**src/rtl/vid_irq_pkg.sv**
```systemverilog
package vid_irq_pkg;
  localparam int unsigned LVL_W      = 3;
  localparam int unsigned FLAGS_W    = 8;
  localparam int unsigned VPEND_BIT  = 5;
  localparam int unsigned HPEND_BIT  = 4;
  localparam logic [LVL_W-1:0] LVL_NONE = 3'd0;
  localparam logic [LVL_W-1:0] LVL_HORZ = 3'd4;
  localparam logic [LVL_W-1:0] LVL_VERT = 3'd6;

  typedef struct packed {
    logic vert;
    logic horz;
  } pend_t;
endpackage

```
**src/rtl/vid_irq_vtimer.sv**
```systemverilog
module vid_irq_vtimer #(
  parameter int unsigned DELAY = 112
) (
  input  logic clk,
  input  logic rst_n,
  input  logic cpu_ce,
  input  logic start,
  output logic fire
);
  localparam int unsigned CW = $clog2(DELAY + 1);
  localparam logic [CW-1:0] LOAD = CW'(DELAY);
  localparam logic [CW-1:0] ONE  = CW'(1);

  logic [CW-1:0] cnt_q, cnt_d;
  logic          busy_q, busy_d;
  logic          last;

  assign last = busy_q && cpu_ce && (cnt_q == ONE);
  assign fire = last && !start;

  always_comb begin
    cnt_d  = cnt_q;
    busy_d = busy_q;
    if (start) begin
      cnt_d  = LOAD;
      busy_d = 1'b1;
    end else if (busy_q && cpu_ce) begin
      if (cnt_q == ONE) begin
        busy_d = 1'b0;
      end else begin
        cnt_d = cnt_q - ONE;
      end
    end
  end

  always_ff @(posedge clk or negedge rst_n) begin
    if (!rst_n) begin
      cnt_q  <= '0;
      busy_q <= 1'b0;
    end else begin
      cnt_q  <= cnt_d;
      busy_q <= busy_d;
    end
  end
endmodule

```
**src/rtl/vid_irq_pend.sv**
```systemverilog
module vid_irq_pend
  import vid_irq_pkg::*;
(
  input  logic  clk,
  input  logic  rst_n,
  input  logic  vset,
  input  logic  hset,
  input  logic  vint_en,
  input  logic  hint_en,
  input  logic  ack,
  output pend_t pend
);
  pend_t pend_q, pend_d;

  assign pend = pend_q;

  always_comb begin
    pend_d = pend_q;
    if (ack) begin
      if (pend_q.vert && vint_en) begin
        pend_d.vert = 1'b0;
      end else if (pend_q.horz && hint_en) begin
        pend_d.horz = 1'b0;
      end
    end
    if (vset) pend_d.vert = 1'b1;
    if (hset) pend_d.horz = 1'b1;
  end

  always_ff @(posedge clk or negedge rst_n) begin
    if (!rst_n) begin
      pend_q <= '0;
    end else begin
      pend_q <= pend_d;
    end
  end
endmodule

```
**src/rtl/vid_irq_enc.sv**
```systemverilog
module vid_irq_enc
  import vid_irq_pkg::*;
(
  input  pend_t             pend,
  input  logic              vint_en,
  input  logic              hint_en,
  output logic [LVL_W-1:0]  level,
  output logic [FLAGS_W-1:0] flags
);
  always_comb begin
    if (pend.vert && vint_en) begin
      level = LVL_VERT;
    end else if (pend.horz && hint_en) begin
      level = LVL_HORZ;
    end else begin
      level = LVL_NONE;
    end
  end

  always_comb begin
    flags            = '0;
    flags[VPEND_BIT] = pend.vert;
    flags[HPEND_BIT] = pend.horz;
  end
endmodule

```
**src/rtl/vid_irq_ctrl.sv**
```systemverilog
module vid_irq_ctrl
  import vid_irq_pkg::*;
#(
  parameter int unsigned VINT_DELAY = 112
) (
  input  logic        clk,
  input  logic        rst_n,
  input  logic        cpu_ce,
  input  logic        vblank_start,
  input  logic        vblank_end,
  input  logic        hint_event,
  input  logic        vint_en,
  input  logic        hint_en,
  input  logic        ack,
  input  logic [2:0]  ack_level,
  output logic [2:0]  irq_level,
  output logic [7:0]  pending_flags,
  output logic        vblank_flag
);
  logic  vfire;
  pend_t pend;
  logic  vbl_q, vbl_d;
  logic  unused_lvl;

  // the reported level plays no part in the acknowledge decision
  assign unused_lvl = ^ack_level;

  vid_irq_vtimer #(.DELAY(VINT_DELAY)) u_vtimer (
    .clk    (clk),
    .rst_n  (rst_n),
    .cpu_ce (cpu_ce),
    .start  (vblank_start),
    .fire   (vfire)
  );

  vid_irq_pend u_pend (
    .clk     (clk),
    .rst_n   (rst_n),
    .vset    (vfire),
    .hset    (hint_event),
    .vint_en (vint_en),
    .hint_en (hint_en),
    .ack     (ack),
    .pend    (pend)
  );

  vid_irq_enc u_enc (
    .pend    (pend),
    .vint_en (vint_en),
    .hint_en (hint_en),
    .level   (irq_level),
    .flags   (pending_flags)
  );

  always_comb begin
    vbl_d = vbl_q;
    if (vblank_end)   vbl_d = 1'b0;
    if (vblank_start) vbl_d = 1'b1;
  end

  always_ff @(posedge clk or negedge rst_n) begin
    if (!rst_n) begin
      vbl_q <= 1'b0;
    end else begin
      vbl_q <= vbl_d;
    end
  end

  assign vblank_flag = vbl_q;
endmodule

```
**config.mk**
```make
export PLATFORM = sky130hd
export DESIGN_NAME = vid_irq_ctrl
export DESIGN_NICKNAME = d
export VERILOG_FILES = /design/src/rtl/vid_irq_pkg.sv /design/src/rtl/vid_irq_vtimer.sv /design/src/rtl/vid_irq_pend.sv /design/src/rtl/vid_irq_enc.sv /design/src/rtl/vid_irq_ctrl.sv
export SDC_FILE = /design/constraint.sdc
export NUM_CORES = 1
export LEC_CHECK = 0
export ABC_AREA = 1
export ABC_CLOCK_PERIOD_IN_PS = 2100
export BUFFER_PORTS_ARGS = -buffer_cell sky130_fd_sc_hd__buf_4
export CAP_MARGIN = 10
export CELL_PAD_IN_SITES_DETAIL_PLACEMENT = 1
export CELL_PAD_IN_SITES_GLOBAL_PLACEMENT = 2
export CORE_UTILIZATION = 25
export CTS_CLUSTER_SIZE = 25
export DETAILED_ROUTE_END_ITERATION = 6
export GPL_TIMING_DRIVEN = 0
export PLACE_DENSITY_LB_ADDON = 0.08
export SYNTH_ARGS = -nofsm -noshare
export SYNTH_HDL_FRONTEND = slang
export SYNTH_SLANG_ARGS = --single-unit
```
**constraint.sdc**
```tcl
create_clock -name clk -period 2.1 [get_ports clk]
set_clock_uncertainty 0.1 [all_clocks]
set_input_delay 0.525 -clock clk [delete_from_list [all_inputs] [get_ports clk]]
set_output_delay 0.525 -clock clk [all_outputs]
set_load 0.05 [all_outputs]
```
; ---- Word-level counts from Yosys, hierarchy flattened
; Index checks and enable logic that the tools add are counted.
[totals]
regBits = 11
input_bits = 12
out_inout_bits = 12
elab_cells = 42
[op_classes]
add_sub_neg = 1
n_eq_ne = 3
mux = 16
reduce_logical = 17
[ops]
columns = cell, n
row1 = $mux W7, 3
row2 = $reduce_bool A2 Y1, 7
row3 = $mux W1, 10
row4 = $eq A7 B1 Y1 const B, 1
row5 = $sub A7 B1 Y7 const B, 1
row6 = $mux W3, 2
row7 = $reduce_and A2 Y1, 3
row8 = $logic_and A1 B1 Y1, 5
row9 = $ne A2 B2 Y1 const B, 2
row10 = $reduce_and A3 Y1, 1
row11 = $mux W2, 1
row12 = $logic_not A1 Y1, 1

; ---- Depth between registers and ports, before layout
[logic_depth]
depth_word = 5
depth_mapped = 9
mapped_depth_nobuf = 9

; ---- Hierarchy
; A second synthesis with hierarchy kept.
[hier_totals]
cells_unflattened = 102
hier_area_um2 = 732.0
[by_module_without_submodules]
columns = mod, n_inst, cells_each, area_each_um2, seq_area_each_um2
row1 = vid_irq_vtimer, 1, 72, 518.0, 200.2
row2 = vid_irq_pend, 1, 11, 87.6, 50.0
row3 = vid_irq_enc, 1, 14, 86.3, 0.0
row4 = vid_irq_ctrl, 1, 5, 40.0, 25.0

; ---- Least setup slack after synthesis
; Ideal clock, no wire load.
[synth_timing]
kind = register to output
startpoint = register u_pend.pend_q, in the netlist u_pend.pend[1]
endpoint = output port irq_level[2]
arrival_time_ns = 1.132
required_time_ns = 1.475
slack_ns = 0.343
stages_incl_launch_ff = 3
path_buffers = 0
path_cell_list = dfrtp_1 -> nand2_1 -> nand2_1
[synth_via]
elab_chain_len = 2
[synth_lines]
columns = element, line
row1 = start: declaration, vid_irq_pend.sv:13  ; pend_t pend_q, pend_d;
row2 = start signal: assignment, vid_irq_pend.sv:34  ; pend_q <= pend_d;
row3 = $logic_and A1 B1 Y1, vid_irq_enc.sv:11  ; if (pend.vert && vint_en) begin
row4 = $mux W3, vid_irq_enc.sv:11
row5 = end: declaration, vid_irq_ctrl.sv:16  ; output logic [2:0] irq_level,
; Every way passes these cells.

; ---- Final worst setup path
; Ends and elaborated chain as after synthesis.

==> impl_metrics.ini <==
[run_status]
status = finished clean

[worst_setup_path]
required_ns = 1.47
critical_path_arrival_ns = 1.01
path_buf_inv = 1
cp-end-kind = output pin
critical_path.top_delay_family = flip-flops
crit_path_top_delay_cell = dfrtp_1
cp_max_fo = 3
r2r_slack_ns = 0.58
crit_top_cell = nand2_1
path_class = reg -> out
slowest_delay_ns = 0.39
start_kind = flip-flop
crit_chain = nand2_1 -> nand2_1 -> buf_4

[routing]
drt_iter0_drc = 13
postRouteAntennaNets = 0
wl_per_cell_um = 11.61
dr.pass1.iters = 2
vias = 637
wl_mm = 1.683
routed_via_density = 4.393
drt_drc_violations_left = 0

[floorplan]
core_mm2 = 0.002758
num_rows = 19
die_h_um = 55.79
initial_core_util_pct = 26.23
io_pins = 24
die_w_um = 55.79
dieArea_mm2 = 0.003112

[sta]
slew_viol_final = 0
setup_viol_count_final = 0
finalSetupTns_ns = 0
whs_ns = 0.3260
max_freq_ghz = 0.6129
post-route-period-util_pct = 77.69
hold_viol = 0
fin_crit_ns = 1.632
rsz0062_at_grt = no

[yosys]
syn_area_per_cell_um2 = 8.035
synth_area_um2 = 723.2
yosysSeqAreaShare_pct = 38.06
synthDistinctLibCells = 21
yosys_register_bits = 11
yosysWarnings = 0
postSynthCellCount = 90

[layout]
area_delta_synth_final_pct = 26.99
design_area_um2 = 918.4
drive_gt1_share_pct = 28.95
n_antenna_cell = 0
layout.cells.non_filler = 145
fin_nets = 129

[clocking]
clk_latency_ns = 0.28
clk_pin_slew_ns = 0.07
clkSinkCount = 11
cts-root-buf = clkbuf_4
htree_levels = 1
cts_tree = yes
clockBufferDepth = 2
ctsResizeCount = 0
cts-buffers-inserted = 3

[grt]
use_met2_pct = 19.28
gr-total-overflow = 0
top_usage_layer = met2
use_met3_pct = 3.488
grt_usage_pct = 12.84
grt_max_degree = 12
grt_pass1_wl_mm = 2.953
grt_antenna_before_repair = 0
grt_pass1_vias = 646
grtUsageMet1_pct = 16.03

[worst_hold_path]
hold_class = in -> reg

[power_and_ir_drop]
irDropWorstVdd_mv = 0.3098
power.density_mw_per_mm2 = 722.1
p_total_mw = 0.6631
leakagePower_nw = 0.5008

[placed_design]
place_inst = 140
dpl_cell_area_um2 = 882.1
port_buffers = 13
gp_congestion = 0.6701
dp_hpwl_mm = 1.290

[job]
cap_violations = 0
## where the power goes
group	switching, mW	total, mW	internal (mW)
Combinational	0.152	0.235	0.0829
Sequential	0.0360	0.275	0.239
Clock	0.0791	0.153	0.0737
## repair_timing
action / CTS / global route
hold endpoints to repair: 11 / 0
hold buffers: 1 / 0
endpoints found under the setup margin: 0 / 0
setup buffers: 0 / 0
## registers in the layout, summed over array words and instances, names as in the netlist
register,flops
u_pend.pend,2
u_vtimer.busy_q,1
u_vtimer.cnt_q,7
vblank_flag,1
## final timing paths
| path | to | cells past startpoint | from |
|---|---|---|---|
| max | irq_level[2] | 3 | u_pend.pend[1] |
| max reg2reg | u_vtimer.cnt_q[2] | 9 | u_vtimer.cnt_q[1] |
| min reg2reg | u_vtimer.busy_q | 2 | u_vtimer.busy_q |
| max in group asynchronous | u_vtimer.cnt_q[1] | 2 | rst_n |
| min | u_pend.pend[0] | 2 | hint_event |
| min in group asynchronous | u_vtimer.cnt_q[3] | 2 | rst_n |
## cell usage after synthesis
| cell | n | share of area, % |
|---|---|---|
| a21boi_0 | 1 | 1.0 |
| a21o_1 | 1 | 1.0 |
| buf_4 | 7 | 7.3 |
| buf_6 | 1 | 1.6 |
| conb_1 | 1 | 0.52 |
| dfrtp_1 | 11 | 38 |
| ha_1 | 2 | 3.5 |
| inv_1 | 11 | 5.7 |
| nand2_1 | 20 | 10 |
| nand2_4 | 2 | 3.1 |
| nand3_1 | 13 | 9.0 |
| nand3_4 | 1 | 2.4 |
| nand4_1 | 3 | 2.6 |
| nor2_1 | 7 | 3.6 |
| nor2_2 | 1 | 0.87 |
| nor2_4 | 1 | 1.6 |
| nor3_2 | 1 | 1.4 |
| o21ai_0 | 1 | 0.69 |
| o21ai_2 | 3 | 3.6 |
| or2_1 | 1 | 0.87 |
| xor2_1 | 1 | 1.2 |
## layer usage
layer  up-vias  share of wire [%]
met5         -                  0
met1       299                 47
met4         0                3.0
met3         4                3.3
met2        11                 46
li1        323                  -
## worst register-to-register path, stage by stage, from the launching register on
cell     delay, ns
dfrtp_1       0.38
inv_1         0.12
ha_1          0.16
inv_1         0.03
nor2_1        0.15
nand3_4       0.12
nand2_4       0.12
nand2_4       0.11
nand3_1       0.09
nand2_1       0.05
## per-stage QoR
stage                     setup slack [ns]  util [%]
final                               0.4684     33.30
after global routing                0.3990     33.30
after CTS                           0.4476     33.30
after detailed placement            0.5159     31.99
after global placement              0.5145     31.99
after floorplan                     0.3435         -
## placed cells by master (no fill, tap or decap), drive strengths merged, types with 2 or more instances in the layout
| cell | netlist | final |
|---|---|---|
| nor2 | 9 | 9 |
| o21ai | 4 | 4 |
| nand3 | 14 | 14 |
| nand4 | 3 | 3 |
| dfrtp | 11 | 11 |
| inv | 11 | 11 |
| clkbuf | 0 | 4 |
| ha | 2 | 2 |
| conb | 1 | 7 |
| nand2 | 22 | 22 |
| buf | 8 | 21 |
## final cells by class
class	count	area, µm²
Multi-Input combinational cell	66	365.4
Tap cell	31	38.79
Buffer	8	63.81
Timing Repair Buffer	14	107.6
Fill cell	341	1839
Sequential cell	11	275.3
Clock buffer	4	26.28
Inverter	11	41.29
## cell families after synthesis
kind of cell / Yosys count / synth area share, %
XOR/XNOR: 1 / 1.211
flip-flops: 11 / 38.06
adder cells (fa/ha/maj): 2 / 3.460
buffers and inverters: 19 / 14.53
AO/OA/AOI/OAI: 6 / 6.402
other: 1 / 0.5185
AND/OR/NAND/NOR: 50 / 35.81
No activity file was read; power rests on OpenSTA's default activity.
